`src/rtl/thr_pkg.sv`:
```
package thr_pkg;

    parameter int CNT_W_DEF = 8;

    typedef enum logic [1:0] {
        ST_LOAD  = 2'd0,
        ST_COUNT = 2'd1,
        ST_TERM  = 2'd2
    } step_e;

    typedef enum logic {
        PH_RUN  = 1'b0,
        PH_HALT = 1'b1
    } phase_e;

    function automatic phase_e other_phase(input phase_e p);
        return (p == PH_RUN) ? PH_HALT : PH_RUN;
    endfunction

endpackage

```
`src/rtl/thr_len_sel.sv`:
```
module thr_len_sel
    import thr_pkg::*;
#(
    parameter int CNT_W = CNT_W_DEF
) (
    input  phase_e           phase,
    input  logic [CNT_W-1:0] run_len,
    input  logic [CNT_W-1:0] halt_len,
    output logic [CNT_W-1:0] load_val
);
    always_comb begin
        load_val = (phase == PH_RUN) ? run_len : halt_len;
    end
endmodule

```
`src/rtl/thr_countdown.sv`:
```
module thr_countdown
    import thr_pkg::*;
#(
    parameter int CNT_W = CNT_W_DEF
) (
    input  logic             clk,
    input  logic             rst,
    input  logic             en,
    input  logic             tick,
    input  logic             restart,
    input  logic [CNT_W-1:0] load_val,
    output logic             expire
);
    localparam logic [CNT_W-1:0] ZERO = '0;
    localparam logic [CNT_W-1:0] ONE  = {{(CNT_W-1){1'b0}}, 1'b1};

    step_e            step_q;
    logic [CNT_W-1:0] cnt_q;

    always_ff @(posedge clk) begin
        if (rst || !en) begin
            step_q <= ST_LOAD;
            cnt_q  <= ZERO;
        end else if (restart) begin
            step_q <= ST_LOAD;
        end else if (tick) begin
            unique case (step_q)
                ST_LOAD: begin
                    cnt_q  <= load_val;
                    step_q <= (load_val == ZERO) ? ST_TERM : ST_COUNT;
                end
                ST_COUNT: begin
                    cnt_q <= cnt_q - ONE;
                    if (cnt_q == ONE) step_q <= ST_TERM;
                end
                ST_TERM: begin
                    step_q <= ST_LOAD;
                end
                default: step_q <= ST_LOAD;
            endcase
        end
    end

    assign expire = en && tick && !restart && (step_q == ST_TERM);

    p_count_nonzero_r2: assert property (@(posedge clk) disable iff (rst)
        (step_q == ST_COUNT) |-> (cnt_q != ZERO));

    p_restart_reloads_r6: assert property (@(posedge clk) disable iff (rst)
        (en && restart) |=> (step_q == ST_LOAD));
endmodule

```
`src/rtl/thr_phase.sv`:
```
module thr_phase
    import thr_pkg::*;
(
    input  logic   clk,
    input  logic   rst,
    input  logic   en,
    input  logic   flip,
    output phase_e phase,
    output logic   stop_n
);
    phase_e phase_q;

    always_ff @(posedge clk) begin
        if (rst || !en) phase_q <= PH_RUN;
        else if (flip)  phase_q <= other_phase(phase_q);
    end

    assign phase  = phase_q;
    assign stop_n = (phase_q == PH_RUN);

    p_flip_toggles_r3: assert property (@(posedge clk) disable iff (rst)
        (en && flip) |=> (stop_n != $past(stop_n)));
endmodule

```
`src/rtl/thr_duty_timer.sv`:
```
module thr_duty_timer
    import thr_pkg::*;
#(
    parameter int CNT_W = CNT_W_DEF
) (
    input  logic             clk,
    input  logic             rst,
    input  logic             en,
    input  logic [CNT_W-1:0] run_len,
    input  logic [CNT_W-1:0] halt_len,
    input  logic             tick,
    input  logic             brk,
    output logic             stop_n
);
    phase_e           phase;
    logic [CNT_W-1:0] load_val;
    logic             expire;
    logic             restart;

    // A break only matters while the processor is running.
    assign restart = en && brk && (phase == PH_RUN);

    thr_len_sel #(.CNT_W(CNT_W)) u_sel (
        .phase    (phase),
        .run_len  (run_len),
        .halt_len (halt_len),
        .load_val (load_val)
    );

    thr_countdown #(.CNT_W(CNT_W)) u_cnt (
        .clk      (clk),
        .rst      (rst),
        .en       (en),
        .tick     (tick),
        .restart  (restart),
        .load_val (load_val),
        .expire   (expire)
    );

    thr_phase u_ph (
        .clk    (clk),
        .rst    (rst),
        .en     (en),
        .flip   (expire),
        .phase  (phase),
        .stop_n (stop_n)
    );

    p_reset_negated_r1: assert property (@(posedge clk)
        rst |=> stop_n);

    p_disable_negates_r8: assert property (@(posedge clk) disable iff (rst)
        !en |=> stop_n);

    p_tick_only_r9: assert property (@(posedge clk) disable iff (rst)
        (en && !tick) |=> $stable(stop_n));

    p_break_holds_run_r6: assert property (@(posedge clk) disable iff (rst)
        (en && brk && stop_n) |=> stop_n);

    p_fall_needs_en_r10: assert property (@(posedge clk) disable iff (rst)
        $fell(stop_n) |-> $past(en));
endmodule

```
`config.mk`:
```
export PLATFORM = sky130hd
export DESIGN_NAME = thr_duty_timer
export DESIGN_NICKNAME = d
export VERILOG_FILES = /design/src/rtl/thr_pkg.sv /design/src/rtl/thr_len_sel.sv /design/src/rtl/thr_countdown.sv /design/src/rtl/thr_phase.sv /design/src/rtl/thr_duty_timer.sv
export SDC_FILE = /design/constraint.sdc
export NUM_CORES = 1
export LEC_CHECK = 0
export ABC_CLOCK_PERIOD_IN_PS = 2900
export BUFFER_PORTS_ARGS = -buffer_cell sky130_fd_sc_hd__buf_2
export CORE_AREA = 2 2 47 49
export CTS_CLUSTER_DIAMETER = 40
export DETAILED_ROUTE_END_ITERATION = 12
export DIE_AREA = 0 0 49 51
export PLACE_DENSITY = 0.75
export REMOVE_ABC_BUFFERS = 1
export SLEW_MARGIN = 20
export SYNTH_ARGS = -nofsm -noshare
export SYNTH_HDL_FRONTEND = slang
export SYNTH_SLANG_ARGS = --single-unit
export TNS_END_PERCENT = 50
```
`constraint.sdc`:
```
create_clock -name clk -period 2.9 [get_ports clk]
set_clock_uncertainty 0.1 [all_clocks]
set_input_delay 0.58 -clock clk [delete_from_list [all_inputs] [get_ports clk]]
set_output_delay 0.58 -clock clk [all_outputs]
set_load 0.05 [all_outputs]
```
### Word level (Yosys, flattened, before mapping)

Cells that the tools add are included.

| word-level totals | value |
|---|---|
| bits in registers | 11 |
| input port bits | 21 |
| output and inout bits | 1 |
| logic and storage cells | 30 |

| cells by class | value |
|---|---|
| $add $sub $neg | 1 |
| equal/unequal tests | 4 |
| mux-type cells | 6 |
| bitwise gates (word level) | 2 |
| reductions and logical operators | 14 |

Operators by type and width:

| operator | count |
|---|---|
| $pmux W8 S2 | 1 |
| $eq A8 B1 Y1 const B | 1 |
| $logic_not A8 Y1 | 1 |
| $mux W8 | 1 |
| $sub A8 B1 Y8 const B | 1 |
| $logic_and A1 B1 Y1 | 5 |
| $mux W2 | 2 |
| $pmux W2 S2 | 1 |
| $reduce_and A3 Y1 | 1 |
| $eq A2 B1 Y1 const B | 1 |
| $eq A2 B2 Y1 const B | 1 |
| $logic_not A1 Y1 | 2 |
| $logic_not A2 Y1 | 1 |
| $ne A2 B1 Y1 const B | 1 |
| $not A1 Y1 | 2 |
| $reduce_and A2 Y1 | 1 |
| $reduce_bool A2 Y1 | 1 |
| $reduce_or A2 Y1 | 1 |
| $logic_or A1 B1 Y1 | 1 |
| $mux W1 | 1 |

### Logic depth before layout (Yosys ltp)

Gate-level depths: netlist (run 1).

| depth | value |
|---|---|
| depth in word-level cells | 5 |
| mapped depth | 6 |
| depth with buffers taken out | 6 |

### Modules after synthesis

A second synthesis (run 1) with hierarchy kept.

| unflattened totals | value |
|---|---|
| cell total of the unflattened synthesis | 94 |
| area total of the unflattened synthesis | 844.6 um2 |

Modules (own cells, without submodules):

| module | times used | cells each | area an instance (um2) | seq. area each (um2) |
|---|---|---|---|---|
| thr_countdown | 1 | 80 | 659.4 | 200.2 |
| thr_len_sel | 1 | 9 | 131.4 | 0.0 |
| thr_phase | 1 | 4 | 45.0 | 20.0 |
| thr_duty_timer | 1 | 1 | 8.8 | 0.0 |

### Worst setup path after synthesis (run 1)

OpenSTA, ideal clock, no wires.

| path | value |
|---|---|
| path type | input-to-reg |
| start | input port rst |
| end | register u_cnt.step_q[0] |
| arrival | 1.433 ns |
| data required time | 2.731 ns |
| setup slack | 1.298 ns |
| cell stages on the path | 5 |
| cells stage by stage | nand2b_1 buf_4 a21o_1 or3_1 o21ai_1 |

| on the way | value |
|---|---|
| cells in the longest elaborated chain, start to end | 2 |

Ends and longest elaborated chain:

| element | RTL line | source |
|---|---|---|
| from (decl) | thr_duty_timer.sv:7 | `input logic rst,` |
| $logic_or A1 B1 Y1 | thr_countdown.sv:21 | `if (rst \|\| !en) begin` |
| $reduce_or A2 Y1 (no source line) | - |  |
| to (signal assigned) | thr_countdown.sv:30 | `step_q <= (load_val == ZERO) ? ST_TERM : ST_COUNT;` |
| to (decl) | thr_countdown.sv:17 | `step_e step_q;` |

Every way passes these cells.
A chain may end at the register's enable or synchronous reset.

### Final worst setup path (run 1)

| path | value |
|---|---|
| start | register u_ph.phase_q, in the netlist u_ph.phase |
| end | output port stop_n |

| on the way | value |
|---|---|
| cells in the longest elaborated chain, start to end | 1 |

Ends and longest elaborated chain:

| element | RTL line | source |
|---|---|---|
| from (decl) | thr_phase.sv:11 | `phase_e phase_q;` |
| from (signal assigned) | thr_phase.sv:15 | `else if (flip) phase_q <= other_phase(phase_q);` |
| $not A1 Y1 | - |  |
| to (decl) | thr_duty_timer.sv:13 | `output logic stop_n` |

Every way passes these cells.

==> results of run 1 <==
==> how the worst max path moves through the flow <==
stage | cells after the start | to | startpoint
2_1_floorplan | 4 | u_cnt.step_q[0] | u_ph.phase
3_3_place_gp | 5 | u_cnt.step_q[0] | rst
3_5_place_dp | 5 | u_cnt.step_q[0] | rst
4_1_cts | 2 | stop_n | u_ph.phase
5_1_grt | 2 | stop_n | u_ph.phase
6_report | 2 | stop_n | u_ph.phase
==> cell usage in the layout, fill, tap and decap left out, types with 2 or more instances in the layout <==
master,count
nor3_1,4
dfxtp_1,11
inv_1,7
nand3b_1,3
nor4_1,5
a211o_1,2
nand2b_1,2
nor2_1,5
clkbuf_4,3
a211oi_1,2
o21ai_1,3
buf_2,21
a21oi_1,11
o21ai_0,3
mux2i_1,9
nor2b_1,2
nand3_1,6
a31oi_1,2
a32oi_1,2
nand2_1,7
ha_1,2
==> synth_stat cells <==
cell,instances
ha_1,2
nand2_1,7
a31oi_1,2
nor3b_1,1
a21o_1,1
o41ai_1,1
nand3_1,6
nor3_2,1
nor3_1,4
nor4b_2,1
nor4_1,5
a211o_1,2
a32o_1,1
dfxtp_1,11
inv_1,7
a21oi_1,11
buf_6,1
nor2_1,5
nor2b_1,2
nand4_1,1
o21ai_1,3
inv_2,1
a32oi_1,2
nand3b_1,3
o21ai_0,3
or2_2,1
o22ai_1,1
a21o_2,1
a211oi_1,2
buf_4,4
o2111a_1,1
or3_1,1
nor3b_4,1
nand2b_1,2
mux2i_1,9
==> layout make-up <==
class | count | area (sq um)
sequential | 11 | 220
multi-input combinational | 83 | 559
fill | 219 | 1090
inverter | 8 | 30.0
timing repair buffer | 21 | 105
tap | 28 | 35.0
clock buffer | 4 | 26.3
==> worst max-delay path: stages (launching register included) <==
cell,delay [ns]
dfxtp_1,0.70
inv_1,0.18
buf_2,0.25
==> cell families after synthesis <==
logic type               after synthesis
buffers and inverters                 13
flip-flops                            11
adder cells (fa/ha/maj)                2
multiplexers                           9
AO/OA/AOI/OAI                         31
AND/OR/NAND/NOR                       41
==> metrics by stage <==
stage	cells	utilization, %
floorplan	102	-
global placement	151	46.0
detailed placement	151	46.0
CTS	155	47.3
global route	155	47.3
finish	155	47.3
==> per-layer routing <==
metal  vias up  share of wire (%)  routed length (um)  global-route usage, %
li1        440                  -                   -                      -
met4         0                2.6                  59                   11.4
met3         9                6.1                 137                   3.22
met1       420                 42                 944                   23.9
met5         -                  0                   0                      0
met2        34                 49                1090                   34.7
==> state kept, by name (all words and copies together), names as in the netlist <==
name,cells
u_cnt.cnt_q,8
u_ph.phase,1
u_cnt.step_q,2
==> power groups by stage <==
stage	registers (mW)	logic [mW]	clock network [mW]
after floorplan	0.164	0.0418	0
after global placement	0.165	0.0679	0
final	0.162	0.0714	0.112
after global routing	0.163	0.0800	0.121
after CTS	0.162	0.0705	0.112
after detailed placement	0.165	0.0700	0
==> impl_metrics.py, run 1 <==
metrics = {
    "status": {
        "status": "complete, no violations",
    },
    "placed_design": {
        "place_congestion": 0.854,
        "numPortBuffers": 21,
        "pre_cts_slack_ns": 1.03,
        "post-dp-hpwl_um": 1720,
        "placed_cell_area_sq_um": 950,
    },
    "power": {
        "pwr-share-seq_pct": 47.0,
        "power.share.clock_pct": 32.3,
        "p_sw_uw": 105,
        "combPwrFrac_pct": 20.7,
        "swShare_pct": 30.3,
        "power.internal_uw": 240,
        "p_total_uw": 345,
        "vdd.ir_drop.worst_v": 0.000225,
        "power_density_nw_per_um2": 354,
        "leakage_nw": 0.353,
    },
    "floorplan": {
        "die_h_um": 51,
        "num_io_pins": 22,
        "initial_utilization_pct": 41.2,
        "die_area_sq_um": 2500,
        "die_w_um": 49,
        "rows": 17,
        "core_area_sq_um": 2060,
    },
    "drt": {
        "dr_total_vias": 903,
        "drc_errors": 0,
        "dr.pass1.iters": 5,
        "via_per_inst": 5.83,
        "drtIter0Drc": 37,
        "wl_per_cell_um": 14.4,
        "routed_wl_um": 2240,
        "ant_nets": 0,
    },
    "synthesis": {
        "synthXorXnorAreaFrac_pct": 0,
        "muxShareOfSynthArea_pct": 10.6,
        "synthSimpleGateAreaFrac_pct": 28.7,
        "synth_area_leaders": "dfxtp_1 26%, mux2i_1 11%, a21oi_1 6.5%",
        "synth_top_family_by_area": "simple AND/OR/NAND/NOR gates",
        "synth.largest_area_cell": "dfxtp_1",
        "ys_warn_count": 0,
        "synth_compound_area_share_pct": 23.5,
        "yosysTopAreaCellShare_pct": 25.9,
        "synthDistinctLibCells": 35,
        "syn_area_per_cell_sq_um": 7.95,
        "netlist_area_sq_um": 851,
        "postSynthCellCount": 107,
        "ys_seq_area_share_pct": 25.9,
        "synth_seq_cells": 11,
        "synthAdderAreaFrac_pct": 2.94,
    },
    "clocking": {
        "cts_sinks": 11,
        "cts-root-buf": "clkbuf_4",
        "cts.htree.levels": 1,
        "cts_made_buffers": 3,
        "clk-insertion-delay-late_ns": 0.28,
        "hold_buffers": 0,
        "cts.repair.resized": 0,
        "clockBufferDepth": 2,
        "post_cts_buffers": 0,
        "path_clk_slew_ns": 0.08,
        "cts_tree": "built",
    },
    "global_routing": {
        "grtUsageTotal_pct": 20.2,
        "antenna_found_initial": 0,
        "grt_pass1_wl_um": 3900,
        "grt_max_degree": 14,
        "grt_pass1_vias": 874,
        "grt-ovfl-total": 0,
    },
    "timing": {
        "fmaxAchievable_mhz": 477,
        "rsz0062_at_grt": "no",
        "relSlewSlack_pct": 60.9,
        "worstMarginPinSlew_ns": 0.586,
        "setup_tns_ns": 0,
        "slew_violations": 0,
        "setup_violations": 0,
        "finalHoldViolCount": 0,
        "whs_ns": 0.407,
        "period_needed_ns": 2.10,
        "final.setup.worst_slack_ns": 0.804,
        "post-route-period-util_pct": 72.3,
    },
    "critical_path": {
        "end_kind": "output port",
        "crit_required_ns": 2.22,
        "reg2regPathDepth": 4,
        "reg2reg_from": "u_ph.phase",
        "crit_fanout": 13,
        "critPathKind": "reg2out",
        "worstPathArrival_ns": 1.42,
        "r2r_slack_ns": 1.01,
        "critPathLaunchType": "flip-flop",
        "r2r_end": "u_cnt.cnt_q[2]",
    },
    "final_layout": {
        "fin_nets": 151,
        "final_area_sq_um": 976,
        "drive_gt1_share_pct": 23.6,
        "num_antenna_cells": 0,
        "syn_to_final_growth_pct": 14.7,
    },
    "min_path": {
        "hold_path_end": "u_cnt.cnt_q[6]",
        "hp-start": "u_cnt.cnt_q[6]",
        "hp-class": "reg2reg",
        "min_path_cells": 2,
    },
    "job": {
        "cap_violations": 0,
    },
}
(Power assumes the default switching activity.)
==> run 2, diff against run 1 <==
ABC_AREA = 1   (was unset)
ABC_CLOCK_PERIOD_IN_PS = 2000   (was 2900)
CORE_AREA = 2 2 49 51   (was 2 2 47 49)
DIE_AREA = 0 0 51 53   (was 0 0 49 51)
PLACE_DENSITY = 0.74   (was 0.75)
clock period = 2 ns   (was 2.9 ns; I/O delays follow)
==> run 2 against run 1 <==
- synthesized cell count grew 44%
- setup slack lost 0.48 ns
- register-to-register slack lost 0.56 ns
- non-clock buffer count is the same
- core utilization grew 1.4 points
- critical path depth is the same
- wire length shrank 4.9%
- die area grew 8.2%
- critical endpoint unchanged
==> impl_metrics.py, run 2 <==
metrics = {
    "timing": {
        "setup_tns_ns": 0,
        "post-route-period-util_pct": 83.7,
        "final.setup.worst_slack_ns": 0.325,
        "fmaxAchievable_mhz": 597,
        "worstMarginPinSlew_ns": 0.389,
        "slew_violations": 0,
        "rsz0062_at_grt": "no",
        "relSlewSlack_pct": 73.9,
        "period_needed_ns": 1.67,
        "finalHoldViolCount": 0,
        "setup_violations": 0,
    },
    "status": {
        "status": "complete, no violations",
    },
    "synthesis": {
        "synth-edff-count": 0,
        "synth_common_cells": "45 x nand2_1, 26 x inv_1, 13 x nor2_1",
        "ys_warn_count": 0,
        "postSynthCellCount": 154,
        "synthDistinctLibCells": 22,
        "synth_area_leaders": "dfxtp_1 24%, nand2_1 18%, inv_1 11%",
        "ys_seq_area_share_pct": 23.8,
        "synth.largest_area_cell": "dfxtp_1",
        "ys.flop_type": "dfxtp_1",
        "syn_area_per_cell_sq_um": 6.00,
        "yosysTopAreaCellShare_pct": 23.8,
        "netlist_area_sq_um": 923,
        "synthArstFlopShare_pct": 0,
        "synth_most_common_cell": "nand2_1",
        "synth_seq_cells": 11,
    },
    "final_layout": {
        "syn_to_final_growth_pct": 13.4,
        "largest_register_ffs": 8,
        "final_area_sq_um": 1050,
        "fin_cells": 204,
        "mostFrequentLayoutCell": "nand2_1",
        "final_cell_mix": "45 x nand2_1, 26 x inv_1, 21 x buf_2",
        "num_antenna_cells": 0,
        "fin_nets": 200,
        "regMostFlops": "u_cnt.cnt_q",
        "drive_gt1_share_pct": 23.3,
        "nFillCells": 237,
    },
    "min_path": {
        "hp-start": "rst",
        "hp-class": "in2reg",
        "min_path_cells": 4,
        "hold_path_end": "u_ph.phase",
    },
    "critical_path": {
        "reg2reg_from": "u_ph.phase",
        "critPathLaunchType": "flip-flop",
        "crit_path_start": "u_ph.phase",
        "crit_fanout": 12,
        "worstPathArrival_ns": 1.17,
        "end_kind": "output port",
        "crit_required_ns": 1.50,
        "r2r_end": "u_cnt.cnt_q[2]",
        "critPathKind": "reg2out",
        "reg2regPathDepth": 6,
        "r2r_slack_ns": 0.45,
    },
    "clocking": {
        "clockBufferDepth": 2,
        "cts-root-buf": "clkbuf_4",
        "clk-insertion-delay-late_ns": 0.27,
        "cts_made_buffers": 3,
        "post_cts_buffers": 0,
        "cts.htree.levels": 1,
        "cts.repair.resized": 0,
        "cts_tree": "built",
        "hold_buffers": 0,
        "path_clk_slew_ns": 0.07,
        "cts_sinks": 11,
    },
    "drt": {
        "wl_met1_um": 953,
        "dr.pass1.iters": 4,
        "wl_per_cell_um": 10.4,
        "drc_errors": 0,
        "dr.max_layer_used": "met4",
        "routed_wl_um": 2130,
        "ant_nets": 0,
        "met3_length_um": 130,
        "dr_total_vias": 997,
        "drtIter0Drc": 46,
        "via_per_inst": 4.89,
        "route.met2.wl_um": 1020,
    },
    "placed_design": {
        "place_congestion": 0.882,
        "placed_cell_area_sq_um": 1020,
        "numPortBuffers": 21,
        "post-dp-hpwl_um": 1720,
        "pre_cts_slack_ns": 0.499,
        "numPlacedInstances": 200,
    },
    "power": {
        "power.share.clock_pct": 30.7,
        "power_density_nw_per_um2": 493,
        "power.internal_uw": 353,
        "combPwrFrac_pct": 23.8,
        "pwr-share-seq_pct": 45.5,
        "p_sw_uw": 162,
        "vdd.ir_drop.worst_v": 0.000277,
        "swShare_pct": 31.5,
        "leakage_nw": 0.540,
    },
    "global_routing": {
        "grt_max_degree": 13,
        "antenna_found_initial": 0,
        "grt-ovfl-total": 0,
        "grtUsageTotal_pct": 18.3,
        "grt_pass1_vias": 938,
        "grt_pass1_wl_um": 3790,
    },
    "floorplan": {
        "rows": 17,
        "die_w_um": 51,
        "die_area_sq_um": 2700,
        "num_io_pins": 22,
        "core_area_sq_um": 2150,
        "die_h_um": 53,
        "initial_utilization_pct": 43.0,
    },
    "job": {
        "cap_violations": 0,
    },
}
[run 2: cell types whose count changed after synthesis, moves of 3 or more]
| cell | change |
|---|---|
| inv_1 | +19 |
| nand3b_1 | -3 |
| nand2_1 | +38 |
| buf_4 | -4 |
| nand2_2 | +8 |
| o21ai_1 | -3 |
| nor2_1 | +8 |
| nand3_1 | +4 |
| mux2i_1 | -9 |
| nor4_1 | -5 |
| o21ai_0 | +6 |
[run 2: logic make-up (layout without fill, tap and decap cells)]
| group | after synthesis | after routing | synth area share (%) |
|---|---|---|---|
| compound gates | 23 | 23 | 13.4 |
| buf+inv | 32 | 54 | 16.9 |
| flops | 11 | 11 | 23.8 |
| fa+ha+maj | 2 | 2 | 2.71 |
| simple gates | 86 | 86 | 43.1 |
[run 2: stage by stage]
stage	utilization (%)	hold slack [ns]	total power, mW
after floorplan	-	0.339	0.321
after global placement	47.5	0.355	0.358
after detailed placement	47.5	0.371	0.361
after CTS	48.7	0.343	0.516
after global routing	48.7	0.380	0.546
final	48.7	0.346	0.516
[run 2: worst max-delay path by stage]
stage / to / depth (start not counted) / slack [ns]
after floorplan: u_cnt.cnt_q[5] / 6 / 0.61
after global placement: u_cnt.step_q[0] / 7 / 0.56
after detailed placement: u_cnt.cnt_q[2] / 6 / 0.50
after CTS: stop_n / 2 / 0.33
after global routing: stop_n / 2 / 0.27
final: stop_n / 2 / 0.33
[run 2: layout make-up]
type / instances / area, sq um / share of cell area, %
tap: 28 / 35.0 / 3.35
sequential: 11 / 220 / 21.0
inverter: 29 / 114 / 10.9
timing repair buffer: 21 / 105 / 10.0
multi-input combinational: 111 / 547 / 52.2
clock buffer: 4 / 26.3 / 2.51
[run 2: metal layers]
metal | up-vias | global-route usage (%)
met5 | - | 0
met4 | 0 | 5.86
met3 | 2 | 4.52
met2 | 43 | 31.2
met1 | 431 | 22.6
li1 | 521 | -
[run 2: worst max-delay path, stage by stage (launching register included)]
cell and delay [ns]:
dfxtp_1 0.55, inv_6 0.11, buf_2 0.24
[run 2: power by group through the flow]
stage	clock network [mW]	logic [mW]	registers, mW
2_1_floorplan	0	0.0838	0.237
3_3_place_gp	0	0.119	0.239
3_5_place_dp	0	0.122	0.239
4_1_cts	0.159	0.123	0.234
5_1_grt	0.168	0.142	0.236
6_report	0.159	0.123	0.235
==> run 3, diff against run 2 <==
ABC_CLOCK_PERIOD_IN_PS = 1700   (was 2000)
clock period = 1.7 ns   (was 2 ns; I/O delays follow)
==> run 3 against run 2 <==
- total power increased by 17%
- hold slack got worse by 0.047 ns
- setup slack got worse by 0.14 ns
- critical path type is now reg2reg
- clock power increased by 14%
==> impl_metrics.py, run 3 (same netlist as run 2, synthesis figures left out) <==
metrics = {
    "final_layout": {
        "largest_register_ffs": 8,
        "fin_nets": 200,
        "syn_to_final_growth_pct": 13.6,
        "drive_gt1_share_pct": 23.9,
        "regMostFlops": "u_cnt.cnt_q",
        "utilization_pct": 48.8,
        "final_area_sq_um": 1050,
        "num_antenna_cells": 0,
        "seq_area_sq_um": 221,
        "nFillCells": 238,
        "multi_input_area_sq_um": 547,
        "mostFrequentLayoutCell": "nand2_1",
        "final_cell_mix": "45 x nand2_1, 26 x inv_1, 21 x buf_2",
    },
    "floorplan": {
        "core_area_sq_um": 2150,
        "initial_utilization_pct": 43.0,
        "die_area_sq_um": 2700,
        "die_w_um": 51,
        "num_io_pins": 22,
        "rows": 17,
        "die_h_um": 53,
    },
    "timing": {
        "relSlewSlack_pct": 75.0,
        "fmaxAchievable_mhz": 659,
        "slew_violations": 0,
        "post-route-period-util_pct": 89.3,
        "setup_tns_ns": 0,
        "rsz0062_at_grt": "no",
        "worstMarginPinSlew_ns": 0.372,
        "setup_violations": 0,
        "finalHoldViolCount": 0,
        "whs_ns": 0.299,
        "period_needed_ns": 1.52,
    },
    "job": {
        "cap_violations": 0,
    },
    "global_routing": {
        "grt-ovfl-total": 0,
        "grt_pass1_vias": 912,
        "grt_pass1_wl_um": 3620,
        "antenna_found_initial": 0,
        "grt_max_degree": 13,
        "grtUsageTotal_pct": 17.3,
    },
    "placed_design": {
        "numPortBuffers": 21,
        "placed_cell_area_sq_um": 1020,
        "place_congestion": 0.858,
        "post-dp-hpwl_um": 1720,
    },
    "clocking": {
        "clk-insertion-delay-late_ns": 0.27,
        "clockBufferDepth": 2,
        "cts_sinks": 11,
        "path_clk_slew_ns": 0.07,
        "cts_made_buffers": 3,
        "cts-root-buf": "clkbuf_4",
        "cts_tree": "built",
        "cts.htree.levels": 1,
    },
    "drt": {
        "drtIter0Drc": 31,
        "dr_total_vias": 964,
        "routed_wl_um": 2120,
        "wl_per_cell_um": 10.4,
        "via_per_inst": 4.73,
        "drc_errors": 0,
        "dr.pass1.iters": 4,
        "ant_nets": 0,
    },
    "critical_path": {
        "critPathKind": "reg2reg",
        "crit_end": "u_cnt.cnt_q[1]",
        "cpPeakStageDelay_ns": 0.45,
        "cp_slowest_cell": "dfxtp_1",
        "reg2reg_from": "u_cnt.step_q[0]",
        "crit_family": "flip-flops",
        "cp.buffers_inverters": 2,
        "critPathLaunchType": "flip-flop",
        "r2r_slack_ns": 0.18,
        "path_cells": "inv_2 -> nor2_4 -> inv_1 -> nor2_1 -> nor3_1 -> a211oi_1",
        "end_kind": "flip-flop",
        "r2r_end": "u_cnt.cnt_q[1]",
        "reg2regPathDepth": 6,
        "crit_fanout": 12,
        "cp.depth": 6,
        "worstPathArrival_ns": 1.60,
        "crit_path_start": "u_cnt.step_q[0]",
        "crit_required_ns": 1.78,
    },
    "min_path": {
        "hp-class": "in2reg",
    },
    "power": {
        "power_density_nw_per_um2": 574,
        "p_total_uw": 602,
        "leakage_nw": 0.541,
        "vdd.ir_drop.worst_v": 0.000340,
    },
    "status": {
        "status": "complete, no violations",
    },
}
run 3: cell counts in the layout (fill, tap and decap cells not counted):
No cell type changed its count.
run 3: area by class of cell:
class | instances | share of cell area [%]
sequential | 11 | 21.1
timing repair buffer | 21 | 10.0
multi-input combinational | 111 | 52.1
clock buffer | 4 | 2.51
inverter | 29 | 10.9
tap | 28 | 3.34
run 3: worst reg2reg max path: stages (launching register included):
cell and delay, ns:
dfxtp_1 0.45, inv_2 0.11, nor2_4 0.24, inv_1 0.15
nor2_1 0.12, nor3_1 0.06, a211oi_1 0.19
run 3: routing by layer:
layer  GRT usage (%)  share of wire [%]  vias up
met5               0                  0        -
met1            20.4                 45      414
li1                -                  -      523
met3            3.67                3.9        2
met4            5.41               0.33        0
met2            31.2                 50       25
run 3: worst min path at each step:
stage / start / end / cells past startpoint
floorplan: u_cnt.cnt_q[6] / u_cnt.cnt_q[6] / 2
global placement: u_cnt.cnt_q[6] / u_cnt.cnt_q[6] / 2
detailed placement: u_cnt.cnt_q[6] / u_cnt.cnt_q[6] / 2
CTS: tick / u_ph.phase / 3
global route: rst / u_cnt.cnt_q[0] / 4
finish: tick / u_ph.phase / 3
run 3: through the flow:
stage / instances / worst slack [ns]
after global routing: 204 / 0.0279
after detailed placement: 200 / 0.196
after global placement: 200 / 0.241
after CTS: 204 / 0.0952
final: 204 / 0.183
after floorplan: 151 / 0.310
run 3: report_power, final:
| part | internal [mW] | switching [mW] | leakage [nW] |
|---|---|---|---|
| clock network | 0.0908 | 0.0911 | 0.0150 |
| registers | 0.266 | 0.00913 | 0.0900 |
| logic | 0.0583 | 0.0867 | 0.436 |
| total | 0.415 | 0.187 | 0.541 |
run 3: timing repair:
item,in CTS,in global routing
setup buffers,0,0
endpoints found under the setup margin,0,1
gates resized for setup,0,1
hold buffers,0,0
